--- config.mk ---
export PLATFORM = sky130hd
export DESIGN_NAME = clkout_gen
export DESIGN_NICKNAME = d
export VERILOG_FILES = /design/src/rtl/clkout_pkg.sv /design/src/rtl/clkout_div_core.sv /design/src/rtl/clkout_susp_timer.sv /design/src/rtl/clkout_src_sel.sv /design/src/rtl/clkout_gen.sv
export SDC_FILE = /design/constraint.sdc
export NUM_CORES = 1
export LEC_CHECK = 0
export ABC_AREA = 0
export BUFFER_PORTS_ARGS = -buffer_cell sky130_fd_sc_hd__buf_4
export CORE_UTILIZATION = 45
export DETAILED_ROUTE_END_ITERATION = 16
export GPL_TIMING_DRIVEN = 0
export SYNTH_ARGS = -nofsm -noshare
export SYNTH_HDL_FRONTEND = slang
export SYNTH_SLANG_ARGS = --single-unit
--- constraint.sdc ---
create_clock -name clk_i -period 2.54 [get_ports clk_i]
set_input_delay 0.381 -clock clk_i [delete_from_list [all_inputs] [get_ports clk_i]]
set_output_delay 0.381 -clock clk_i [all_outputs]
set_load 0.005 [all_outputs]
--- src/rtl/clkout_pkg.sv ---
package clkout_pkg;

   // Output source selector
   typedef enum logic [1:0] {
      SRC_DIV  = 2'd0,
      SRC_SLOW = 2'd1,
      SRC_OFF  = 2'd2
   } clk_src_e;

endpackage

--- src/rtl/clkout_div_core.sv ---
// Programmable divider: period n+1 reference cycles, divisor latched only at
// period end, parks low on request at a period end, bypass for n == 0.
module clkout_div_core #(
   parameter int unsigned DIV_W   = 4,
   parameter int unsigned RST_DIV = 3
) (
   input  logic             clk_i,
   input  logic             rst_ni,
   input  logic [DIV_W-1:0] div_i,
   input  logic             run_i,
   output logic             lvl_o,
   output logic             parked_o,
   output logic             wrap_o,
   output logic [DIV_W-1:0] n_o
);

   localparam logic [DIV_W-1:0] RST_N = DIV_W'(RST_DIV);

   logic [DIV_W-1:0] n_q, n_d;
   logic [DIV_W-1:0] cnt_q, cnt_d;
   logic             lvl_q, lvl_d;
   logic             act_q, act_d;
   logic             byp_q;
   logic             wrap;

   // High phase length: ceil((n+1)/2)
   function automatic logic [DIV_W:0] hi_len(input logic [DIV_W-1:0] n);
      logic [DIV_W:0] s;
      s = {1'b0, n} + (DIV_W+1)'(2);
      return s >> 1;
   endfunction

   assign wrap = (cnt_q == n_q);

   always_comb begin
      n_d   = n_q;
      cnt_d = cnt_q;
      lvl_d = lvl_q;
      act_d = act_q;
      if (!act_q || wrap) begin
         if (run_i) begin
            n_d   = div_i;
            cnt_d = '0;
            lvl_d = 1'b1;
            act_d = 1'b1;
         end else begin
            lvl_d = 1'b0;
            act_d = 1'b0;
         end
      end else begin
         cnt_d = cnt_q + 1'b1;
         lvl_d = ({1'b0, cnt_d} < hi_len(n_q));
      end
   end

   always_ff @(posedge clk_i or negedge rst_ni) begin
      if (!rst_ni) begin
         n_q   <= RST_N;
         cnt_q <= '0;
         lvl_q <= 1'b1;
         act_q <= 1'b1;
      end else begin
         n_q   <= n_d;
         cnt_q <= cnt_d;
         lvl_q <= lvl_d;
         act_q <= act_d;
      end
   end

   // Bypass enable changes only while the reference is low
   always_ff @(negedge clk_i or negedge rst_ni) begin
      if (!rst_ni) byp_q <= 1'b0;
      else         byp_q <= act_q && (n_q == '0);
   end

   assign lvl_o    = byp_q ? clk_i : lvl_q;
   assign parked_o = !act_q;
   assign wrap_o   = wrap;
   assign n_o      = n_q;

endmodule

--- src/rtl/clkout_susp_timer.sv ---
// Counts reference cycles while the suspend request is held.
module clkout_susp_timer #(
   parameter int unsigned SUSP_DELAY = 96000
) (
   input  logic clk_i,
   input  logic rst_ni,
   input  logic go_i,
   input  logic abort_i,
   output logic susp_o
);

   localparam int unsigned CW = $clog2(SUSP_DELAY + 1);
   localparam logic [CW-1:0] LAST = CW'(SUSP_DELAY - 1);

   logic [CW-1:0] cnt_q;
   logic          susp_q;

   always_ff @(posedge clk_i or negedge rst_ni) begin
      if (!rst_ni) begin
         cnt_q  <= '0;
         susp_q <= 1'b0;
      end else if (!go_i || abort_i) begin
         cnt_q  <= '0;
         susp_q <= 1'b0;
      end else if (!susp_q) begin
         if (cnt_q == LAST) susp_q <= 1'b1;
         else               cnt_q  <= cnt_q + 1'b1;
      end
   end

   assign susp_o = susp_q;

endmodule

--- src/rtl/clkout_src_sel.sv ---
// Fallback level generator and low-side source switch.
module clkout_src_sel
   import clkout_pkg::*;
(
   input  logic     clk_i,
   input  logic     rst_ni,
   input  logic     susp_i,
   input  logic     nolazy_i,
   input  logic     clkrun_i,
   input  logic     slow_tick_i,
   input  logic     div_parked_i,
   output clk_src_e sel_o,
   output logic     slow_lvl_o,
   output logic     run_o
);

   clk_src_e sel_q, tgt;
   logic     slow_q;
   logic     can_leave, can_enter;

   always_comb begin
      if (!susp_i)       tgt = SRC_DIV;
      else if (!nolazy_i) tgt = SRC_SLOW;
      else if (clkrun_i) tgt = SRC_DIV;
      else               tgt = SRC_OFF;
   end

   always_comb begin
      unique case (sel_q)
         SRC_DIV:  can_leave = div_parked_i;
         SRC_SLOW: can_leave = !slow_q;
         default:  can_leave = 1'b1;
      endcase
      can_enter = (tgt != SRC_SLOW) || !slow_q;
   end

   always_ff @(posedge clk_i or negedge rst_ni) begin
      if (!rst_ni) begin
         sel_q  <= SRC_DIV;
         slow_q <= 1'b0;
      end else begin
         if (slow_tick_i) slow_q <= !slow_q;
         if ((tgt != sel_q) && can_leave && can_enter) sel_q <= tgt;
      end
   end

   assign sel_o      = sel_q;
   assign slow_lvl_o = slow_q;
   assign run_o      = (sel_q == SRC_DIV) && (tgt == SRC_DIV);

endmodule

--- src/rtl/clkout_gen.sv ---
module clkout_gen
   import clkout_pkg::*;
#(
   parameter int unsigned DIV_W      = 4,
   parameter int unsigned RST_DIV    = 3,
   parameter int unsigned SUSP_DELAY = 96000
) (
   input  logic             clk_i,
   input  logic             rst_ni,
   input  logic             bus_rst_i,
   input  logic [DIV_W-1:0] div_i,
   input  logic             nolazy_i,
   input  logic             clkrun_i,
   input  logic             go_susp_i,
   input  logic             slow_tick_i,
   output logic             clk_o,
   output logic             clk_en_o
);

   generate
      if (DIV_W < 1 || DIV_W > 16) begin : g_bad_width
         $error("clkout_gen: DIV_W out of range");
      end
      if (RST_DIV >= (1 << DIV_W)) begin : g_bad_rst
         $error("clkout_gen: RST_DIV does not fit DIV_W");
      end
      if (SUSP_DELAY < 2) begin : g_bad_delay
         $error("clkout_gen: SUSP_DELAY must be at least 2");
      end
   endgenerate

   logic             div_lvl, div_parked, div_wrap, run;
   logic [DIV_W-1:0] div_n;
   logic             susp, slow_lvl;
   clk_src_e         sel;

   clkout_div_core #(.DIV_W(DIV_W), .RST_DIV(RST_DIV)) u_core (
      .clk_i    (clk_i),
      .rst_ni   (rst_ni),
      .div_i    (div_i),
      .run_i    (run),
      .lvl_o    (div_lvl),
      .parked_o (div_parked),
      .wrap_o   (div_wrap),
      .n_o      (div_n)
   );

   clkout_susp_timer #(.SUSP_DELAY(SUSP_DELAY)) u_timer (
      .clk_i   (clk_i),
      .rst_ni  (rst_ni),
      .go_i    (go_susp_i),
      .abort_i (bus_rst_i),
      .susp_o  (susp)
   );

   clkout_src_sel u_sel (
      .clk_i        (clk_i),
      .rst_ni       (rst_ni),
      .susp_i       (susp),
      .nolazy_i     (nolazy_i),
      .clkrun_i     (clkrun_i),
      .slow_tick_i  (slow_tick_i),
      .div_parked_i (div_parked),
      .sel_o        (sel),
      .slow_lvl_o   (slow_lvl),
      .run_o        (run)
   );

   always_comb begin
      unique case (sel)
         SRC_DIV:  clk_o = div_lvl;
         SRC_SLOW: clk_o = slow_lvl;
         default:  clk_o = 1'b0;
      endcase
   end

   assign clk_en_o = !(susp && !clkrun_i);

endmodule

After elaboration in Yosys (flattened, before gate mapping)
Index checks and enable logic that the tools add are counted.

cells by class
  magnitude comparators = 1
  reductions and logical operators = 18
  $add $sub $neg = 3
  mux-type cells = 16
  eq/ne operators = 8

operators by type and width
  cell                     count
  $mux W17                 3
  $add A17 B1 Y17 const B  1
  $eq A17 B17 Y1 const B   1
  $mux W4                  2
  $mux W1                  6
  $mux W2                  3
  $add A4 B2 Y5 const B    1
  $logic_and A1 B1 Y1      5
  $logic_not A1 Y1         5
  $add A4 B1 Y4 const B    1
  $eq A4 B4 Y1             1
  $logic_not A2 Y1         2
  $logic_not A4 Y1         1
  $lt A4 B4 Y1             1
  $ne A2 B1 Y1 const B     2
  $ne A2 B2 Y1 const B     2
  $pmux W1 S2              2
  $reduce_and A2 Y1        2
  $logic_or A1 B1 Y1       3
  $eq A2 B1 Y1 const B     1
  $ne A2 B2 Y1             1

storage, ports and cells
  word-level logic and storage cells = 55
  input bits = 11
  register bits = 32

Depth between registers and ports, before layout
Gate-level depths: netlist of run 1.

  depth in word-level cells = 7
  mapped depth = 7
  gate-level depth less buffers = 7

By module
A second synthesis of run 1 with hierarchy kept.

second synthesis, totals
  cells, all modules = 182
  area, all modules = 1874.3 µm²

by module, submodules not included
  module             cells an instance  instances  area an instance (µm²)
  clkout_susp_timer  110                1          1052.3
  clkout_div_core    52                 1          646.9
  clkout_src_sel     17                 1          155.1
  clkout_gen         3                  1          20.0

==> results of run 1 <==
worst reg2reg max path, stage by stage (launching register included):
cell	delay (ns)
dfstp_2	0.59
nor4_1	0.07
and2_1	0.15
timing repair:
action | in CTS | in global routing
pin swaps | 0 | 0
cloned | 0 | 0
endpoints found under the setup margin | 1 | 1
endpoints found under the hold margin | 27 | 0
hold buffers | 1 | 0
Yosys cell counts, drive strengths merged (4+ instances only):
library cell / count
dfrtp: 27
nor2: 23
a211oi: 5
nand2b: 6
xor2: 7
xnor2: 15
nand2: 14
nor3: 4
ha: 6
inv: 9
dfstp: 4
mux2: 5
a21oi: 5
nand3: 11
kinds of logic (layout without fill, tap and decap cells):
kind of cell | after synthesis | count (layout) | synth area share, %
flip-flops | 32 | 32 | 46.4
AO/OA/AOI/OAI | 21 | 21 | 9.23
buffers and inverters | 14 | 38 | 3.10
adder cells (fa/ha/maj) | 6 | 6 | 4.33
multiplexers | 8 | 8 | 4.97
AND/OR/NAND/NOR | 72 | 72 | 20.8
XOR/XNOR | 22 | 22 | 11.1
metal layers:
layer,global-route usage (%),vias to the layer above,part of all wire (%)
li1,-,649,-
met1,19.4,605,46
met2,30.5,21,50
met3,6.61,6,2.6
met4,10.8,0,1.3
met5,0,-,0
through the flow:
stage	cells	hold WS [ns]	power, mW
CTS	247	0.163	1.93
finish	247	0.172	1.90
global route	247	0.158	2.04
floorplan	175	0.0854	1.14
detailed placement	235	0.341	1.30
global placement	235	0.335	1.26
worst max-delay path by stage:
stage	endpoint	slack [ns]	depth (start not counted)
floorplan	clk_o	0.14	4
detailed placement	clk_o	0.02	5
CTS	clk_o	-0.52	5
finish	clk_o	-0.48	5
global placement	clk_o	0.02	5
global route	clk_o	-0.62	5
layout make-up:
class	instances	area, µm²
Tap cell	48	60.1
Clock inverter	3	42.5
Clock buffer	9	118
Sequential cell	32	806
Timing Repair Buffer	12	92.6
Multi-Input combinational cell	129	876
Fill cell	352	1640
Buffer	5	20.0
Inverter	9	33.8
power groups by stage:
stage	clock, mW	sequential [mW]	combinational, mW
after floorplan	0.0235	0.714	0.405
after global placement	0.0385	0.741	0.478
after detailed placement	0.0384	0.744	0.519
after CTS	0.670	0.737	0.524
after global routing	0.694	0.750	0.594
final	0.649	0.737	0.512
flip-flops by register name, indices dropped and copies added (netlist names):
signal,cells
u_sel.slow_lvl_o,1
u_sel.sel_o,2
u_timer.susp_o,1
u_core.lvl_q,1
u_core.cnt_q,4
u_timer.cnt_q,17
u_core.n_o,4
u_core.byp_q,1
u_core.act_q,1
==> results.toml, run 1 <==
[status]
status = "complete, but fails checks"
violations = "setup timing"

[worst_setup_path]
path_cells = "mux2i_1, nor2_1, a21oi_1, nor2_1, buf_4"
rr_worst_depth = 2
critPathCaptureType = "output port"
cp-start-kind = "flop"
r2r_end = "u_core.byp_q"
worstPathArrival_ns = 2.64
path_max_fanout = 1
worstReg2RegStart = "u_core.n_o[1]"
ff2ff_setup_slack_ns = 0.34
cp-startpoint = "u_core.byp_q"
crit_type = "flop to output port"
cp_slowest_cell = "dfrtn_1"
cp_num_buf_inv = 1
critPathTopFamily = "flip-flops"
path_common_cell = "nor2_1"
worstPathRequired_ns = 2.16
cpPeakStageDelay_ns = 0.40

[drt]
vias_per_cell = 5.19
wl_per_cell_um = 12.8
final_antenna_net_count = 0
drt_iter0_drc = 71
drt_pass1_iterations = 4
drc = 0
totalWireLength_mm = 3.17
vias = 1281

[die]
core.rowCount = 22
coreArea_mm2 = 0.00369
die_w_um = 64.1
die_area_mm2 = 0.00411
die_h_um = 64.1
ioPinCount = 13
start_util_pct = 47.0

[placement]
place_congestion = 0.787
dp_hpwl_mm = 2.26
io_buffer_count = 12
pre_cts_ws_ns = 0.0159
placed_cell_area_mm2 = 0.00189

[yosys]
synth_top_flop_cell = "dfrtp_1"
avgSynthCellArea_um2 = 9.92
synthCells = 175
synth.largest_area_cell = "dfrtp_1"
synth_nets = 192
yosysTopAreaCellShare_pct = 38.9
synth-edff-count = 0
async_reset_ff_share_pct = 100
synthTopCellsByArea = "dfrtp_1, xnor2_1, dfstp_2, nor2_1, ha_1"
yosys.cell_types.count = 39
yosysSeqAreaShare_pct = 46.4
yosysWarnings = 0
yosys_register_bits = 32
synthesis.area_mm2 = 0.00174

[grt]
grt_max_degree = 33
track_usage_pct = 18.1
grt_overflow = 0
grt_pass1_vias = 1410
antenna_found_initial = 0
grt_pass1_wl_mm = 5.64

[finish]
fin_util_pct = 55.5
layout_commonest_cell = "dfrtp_1"
diodes = 0
fin_nets = 215
drive_gt1_share_pct = 20.1
layout_common_cells = "dfrtp_1, nor2_1, xnor2_1"
fin_area_mm2 = 0.00205
syn_to_final_growth_pct = 18.0

[timing]
finalWorstSetupSlack_ns = -0.479
fin_tns_setup_ns = -0.479
finClkSkew_ns = 0.0215
maxSlewViolCount = 0
hold_viol_final = 0
rsz0062_at_grt = "true"
max_slew_margin_pct = 60.1
worst_slew_pin_slew_ns = 0.583
setup_viol = 1

[pwr]
combPwrFrac_pct = 27.0
seqPwrFrac_pct = 38.8
p_clk_share_pct = 34.2
intPower_mw = 1.30
power_switching_uw = 596
powerDensity_mw_per_mm2 = 927
peakVddDrop_uv = 582
cellLeakagePower_nw = 0.876
swShare_pct = 31.4

[min_path]
hold_path.class = "primary input to flop"
holdPathStages = 2
worstHoldStart = "slow_tick_i"
hold_end = "u_sel.slow_lvl_o"

[clock_network]
tritoncts = "done"
clk_latency_ns = 0.41
cts_resized = 0
cts_setup_buffers = 0
clk_pin_slew_ns = 0.06

[flow_run]
max_cap_viol_count = 0
Power figures use the tool's default switching activity.
==> inputs of run 2 (changes only) <==
--- a/config.mk
+++ b/config.mk
@@ -7,9 +7,10 @@
 export LEC_CHECK = 0
 export ABC_AREA = 0
 export BUFFER_PORTS_ARGS = -buffer_cell sky130_fd_sc_hd__buf_4
-export CORE_UTILIZATION = 45
+export CORE_UTILIZATION = 39
 export DETAILED_ROUTE_END_ITERATION = 16
 export GPL_TIMING_DRIVEN = 0
 export SYNTH_ARGS = -nofsm -noshare
 export SYNTH_HDL_FRONTEND = slang
+export SYNTH_HIERARCHICAL = 1
 export SYNTH_SLANG_ARGS = --single-unit
==> constraint.sdc (replaced) <==
create_clock -name clk_i -period 3.8 [get_ports clk_i]
set_input_delay 0.57 -clock clk_i [delete_from_list [all_inputs] [get_ports clk_i]]
set_output_delay 0.57 -clock clk_i [all_outputs]
set_load 0.005 [all_outputs]
==> results.toml, run 2 <==
[timing]
max_slew_margin_pct = 45.1
finClkSkew_ns = 0.0206
setup_viol = 1
maxSlewViolCount = 0
worst_slew_pin_slew_ns = 0.819
rsz0062_at_grt = "true"
hold_viol_final = 0
holdWs_ns = 0.105
finalWorstSetupSlack_ns = -0.117

[status]
status = "complete, but fails checks"
violations = "setup timing"

[pwr]
swShare_pct = 33.6
combPwrFrac_pct = 31.4
peakVddDrop_uv = 420
p_clk_share_pct = 30.2
intPower_uw = 857
power_switching_uw = 433
seqPwrFrac_pct = 38.4
powerDensity_mw_per_mm2 = 597
cellLeakagePower_nw = 0.968

[die]
ioPinCount = 13
die_area_mm2 = 0.00507
coreArea_mm2 = 0.00447
start_util_pct = 41.8
die_h_um = 71.2
die_w_um = 71.2
core.rowCount = 24

[worst_setup_path]
path_max_fanout = 1
worstReg2RegStart = "u_core/n_o[2]"
worstPathArrival_ns = 3.35
ff2ff_setup_slack_ns = 0.93
r2r_end = "u_core/byp_q"
worstPathRequired_ns = 3.23
crit_type = "flop to output port"
rr_worst_depth = 2
critPathCaptureType = "output port"
cp-start-kind = "flop"

[grt]
grt_pass1_vias = 1371
grt_overflow = 0
antenna_found_initial = 0
track_usage_pct = 17.0
grt_pass1_wl_mm = 6.37
grt_max_degree = 33

[drt]
totalWireLength_mm = 3.80
drc = 0
vias_per_cell = 5.55
final_antenna_net_count = 0
vias = 1421
drt_pass1_iterations = 4
drt_iter0_drc = 76
wl_per_cell_um = 14.8

[clock_network]
cts_setup_buffers = 0
clk_pin_slew_ns = 0.07
tritoncts = "done"
clk_latency_ns = 0.41

[finish]
largest_register = "u_timer/cnt_q"
diodes = 0
layout_common_cells = "dfrtp_1, nand2_1, nand2b_1"
drive_gt1_share_pct = 22.5
stdcell_count = 256
layout_commonest_cell = "dfrtp_1"
syn_to_final_growth_pct = 15.7
fin_area_mm2 = 0.00216
largest_register_ffs = 17
fin_nets = 220

[flow_run]
max_cap_viol_count = 0

[placement]
dp_hpwl_mm = 2.65
io_buffer_count = 12
place_congestion = 0.763
placed_cell_area_mm2 = 0.00202
placed_cells = 245

[yosys]
synthesis.area_mm2 = 0.00187
yosysWarnings = 6
avgSynthCellArea_um2 = 10.3
synthCells = 181
synth_nets = 198

[min_path]
hold_path.class = "primary input to asynchronous set/reset pin"
run 2: final cells by class:
| cell class | count | area, µm² |
|---|---|---|
| well taps | 52 | 65.1 |
| multi-input cells | 136 | 1010 |
| clock buffers | 10 | 131 |
| fillers | 392 | 2310 |
| flip-flops and latches | 32 | 806 |
| clock inverters | 2 | 10.0 |
| plain buffers | 5 | 27.5 |
| inverters | 8 | 30.0 |
| repair buffers | 11 | 82.6 |
run 2: power groups by stage:
stage               clock [mW]  sequential, mW  combinational (mW)
global placement        0.0252           0.495               0.383
CTS                      0.402           0.495               0.407
detailed placement      0.0252           0.499               0.407
finish                   0.389           0.496               0.405
global route             0.420           0.507               0.448
floorplan               0.0154           0.477               0.329
run 2: worst max-delay path: stages (launching register included):
cell	delay [ns]
dfrtn_1	0.41
mux2_4	0.31
mux2i_1	0.13
nor2_1	0.06
buf_4	0.13
run 2: how the worst max path moves through the flow:
stage | from | end | depth (start not counted)
after floorplan | u_core/byp_q | clk_o | 3
after global placement | u_core/byp_q | clk_o | 4
after detailed placement | u_core/byp_q | clk_o | 4
after CTS | u_core/byp_q | clk_o | 4
after global routing | u_core/byp_q | clk_o | 4
final | u_core/byp_q | clk_o | 4
run 2: metrics by stage:
step,total power [mW],util (%),setup WS (ns),setup TNS (ns)
floorplan,0.822,-,0.470,0
global placement,0.903,45.2,0.356,0
detailed placement,0.931,45.2,0.346,0
CTS,1.30,48.3,-0.133,-0.133
global route,1.38,48.3,-0.165,-0.165
finish,1.29,48.3,-0.117,-0.117
run 2: layer usage:
| layer | routed length (µm) | vias to the layer above | track usage, % | share of wire, % |
|---|---|---|---|---|
| li1 | - | 691 | - | - |
| met1 | 1830 | 686 | 22.4 | 48 |
| met2 | 1670 | 31 | 23.6 | 44 |
| met3 | 182 | 13 | 5.77 | 4.8 |
| met4 | 118 | 0 | 11.3 | 3.1 |
| met5 | 0 | - | 0 | 0 |
run 2: timing repair:
item	4_1_cts	5_1_grt
setup endpoints to repair	1	1
cloned	0	0
hold buffers	0	0
gates resized for setup	1	0
==> inputs of run 3 (changes only) <==
--- a/config.mk
+++ b/config.mk
@@ -7,7 +7,7 @@
 export LEC_CHECK = 0
 export ABC_AREA = 0
 export BUFFER_PORTS_ARGS = -buffer_cell sky130_fd_sc_hd__buf_4
-export CORE_UTILIZATION = 39
+export CORE_UTILIZATION = 40
 export DETAILED_ROUTE_END_ITERATION = 16
 export GPL_TIMING_DRIVEN = 0
 export SYNTH_ARGS = -nofsm -noshare
==> constraint.sdc (replaced) <==
create_clock -name clk_i -period 4.6 [get_ports clk_i]
set_input_delay 0.69 -clock clk_i [delete_from_list [all_inputs] [get_ports clk_i]]
set_output_delay 0.69 -clock clk_i [all_outputs]
set_load 0.005 [all_outputs]
==> results.toml, run 3 (synthesis gave the netlist of run 2 again) <==
[worst_setup_path]
worstPathArrival_ns = 3.75
path_max_fanout = 1
cp-start-kind = "flop"
crit_type = "flop to output port"
cp_slowest_cell = "dfrtn_1"
rr_worst_depth = 2
worstReg2RegStart = "u_core/n_o[2]"
critPathCaptureType = "output port"
r2r_end = "u_core/byp_q"
cp-startpoint = "u_core/byp_q"
worstPathRequired_ns = 3.91
crit_end = "clk_o"
path_cells = "mux2_2, mux2i_1, nor2_1, buf_4"
cpPeakStageDelay_ns = 0.40
ff2ff_setup_slack_ns = 1.38

[finish]
drive_gt1_share_pct = 21.6
syn_to_final_growth_pct = 14.9
diodes = 0
stdcell_count = 256
layout_common_cells = "dfrtp_1, nand2_1, nand2b_1"
fin_area_mm2 = 0.00215
fin_nets = 220
largest_register = "u_timer/cnt_q"
layout_commonest_cell = "dfrtp_1"
fin_util_pct = 48.6
largest_register_ffs = 17

[die]
start_util_pct = 42.3
die_w_um = 70.3
coreArea_mm2 = 0.00441
die_area_mm2 = 0.00495
ioPinCount = 13
die_h_um = 70.3
core.rowCount = 24

[flow_run]
max_cap_viol_count = 0

[grt]
track_usage_pct = 16.5
antenna_found_initial = 0
met1_usage_pct = 20.1
grt_pass1_wl_mm = 6.26
grt_overflow = 0
grtUsageMet3_pct = 6.93
grt_pass1_vias = 1436
grtUsageMet2_pct = 24.4
grt_max_degree = 33
grt-busiest-layer = "met2"

[clock_network]
cts_setup_buffers = 0
clk_pin_slew_ns = 0.06
clk_latency_ns = 0.40
hold_buffers = 0
tritoncts = "done"
cts_resized = 0

[pwr]
powerDensity_mw_per_mm2 = 486
intPower_uw = 694
p_clk_share_pct = 28.0
seqPwrFrac_pct = 39.1
swShare_pct = 33.4
combPwrFrac_pct = 32.8
peakVddDrop_uv = 325
p_total_mw = 1.04
cellLeakagePower_nw = 0.956
power_switching_uw = 349

[drt]
totalWireLength_mm = 3.66
wl_per_cell_um = 14.3
drt_iter0_drc = 48
vias_per_cell = 5.53
vias = 1416
drc = 0
final_antenna_net_count = 0
drt_pass1_iterations = 4

[placement]
placed_cell_area_mm2 = 0.00202
place_congestion = 0.764
io_buffer_count = 12
pre_cts_ws_ns = 0.620
placed_cells = 245
dp_hpwl_mm = 2.63

[status]
status = "finished, final reports clean"

[timing]
hold_viol_final = 0
finClkSkew_ns = 0.0256
holdWs_ns = 0.237
fin_tns_setup_ns = 0
max_slew_margin_pct = 50.7
rsz0062_at_grt = "false"
worst_slew_pin_slew_ns = 0.735
setup_viol = 0
maxSlewViolCount = 0
finalWorstSetupSlack_ns = 0.164

[min_path]
hold_path.class = "primary input to asynchronous set/reset pin"
## run 3: cell types whose count changed in the layout (fill, tap and decap cells not counted), sizes merged
| cell | change |
|---|---|
| clkbuf | +1 |
| clkinv | -1 |
## run 3: how the worst min path moves through the flow
stage / slack (ns) / cells past startpoint / end
floorplan: 0.39 / 0 / u_core/cnt_q[0]
global placement: 0.49 / 1 / u_timer/cnt_q[10]
detailed placement: 0.50 / 1 / u_timer/cnt_q[10]
CTS: 0.25 / 1 / u_timer/cnt_q[13]
global route: 0.25 / 1 / u_timer/cnt_q[5]
finish: 0.24 / 1 / u_timer/cnt_q[5]
## run 3: power groups by stage
stage | registers (mW) | clock network [mW] | logic [mW]
after global routing | 0.415 | 0.322 | 0.373
after detailed placement | 0.414 | 0.0208 | 0.339
final | 0.408 | 0.292 | 0.342
after CTS | 0.408 | 0.299 | 0.342
after floorplan | 0.394 | 0.0127 | 0.272
after global placement | 0.411 | 0.0208 | 0.313
## run 3: layer usage
| metal | vias to the layer above | part of all wire, % |
|---|---|---|
| li1 | 690 | - |
| met1 | 683 | 47 |
| met2 | 38 | 46 |
| met3 | 5 | 5.2 |
| met4 | 0 | 1.2 |
| met5 | - | 0 |
## run 3: final cells by class
| class | instances | area [µm²] |
|---|---|---|
| clock inverters | 1 | 5.00 |
| repair buffers | 11 | 82.6 |
| multi-input cells | 136 | 1000 |
| flip-flops and latches | 32 | 806 |
| inverters | 8 | 30.0 |
| clock buffers | 11 | 125 |
| plain buffers | 5 | 27.5 |
| fillers | 398 | 2270 |
| well taps | 52 | 65.1 |
## run 3: worst max-delay path: cells and delay by family, from the launching register on
family / cells / cell delay (ns)
flops: 1 / 0.40
simple gates: 1 / 0.06
buf+inv: 1 / 0.14
mux: 2 / 0.44
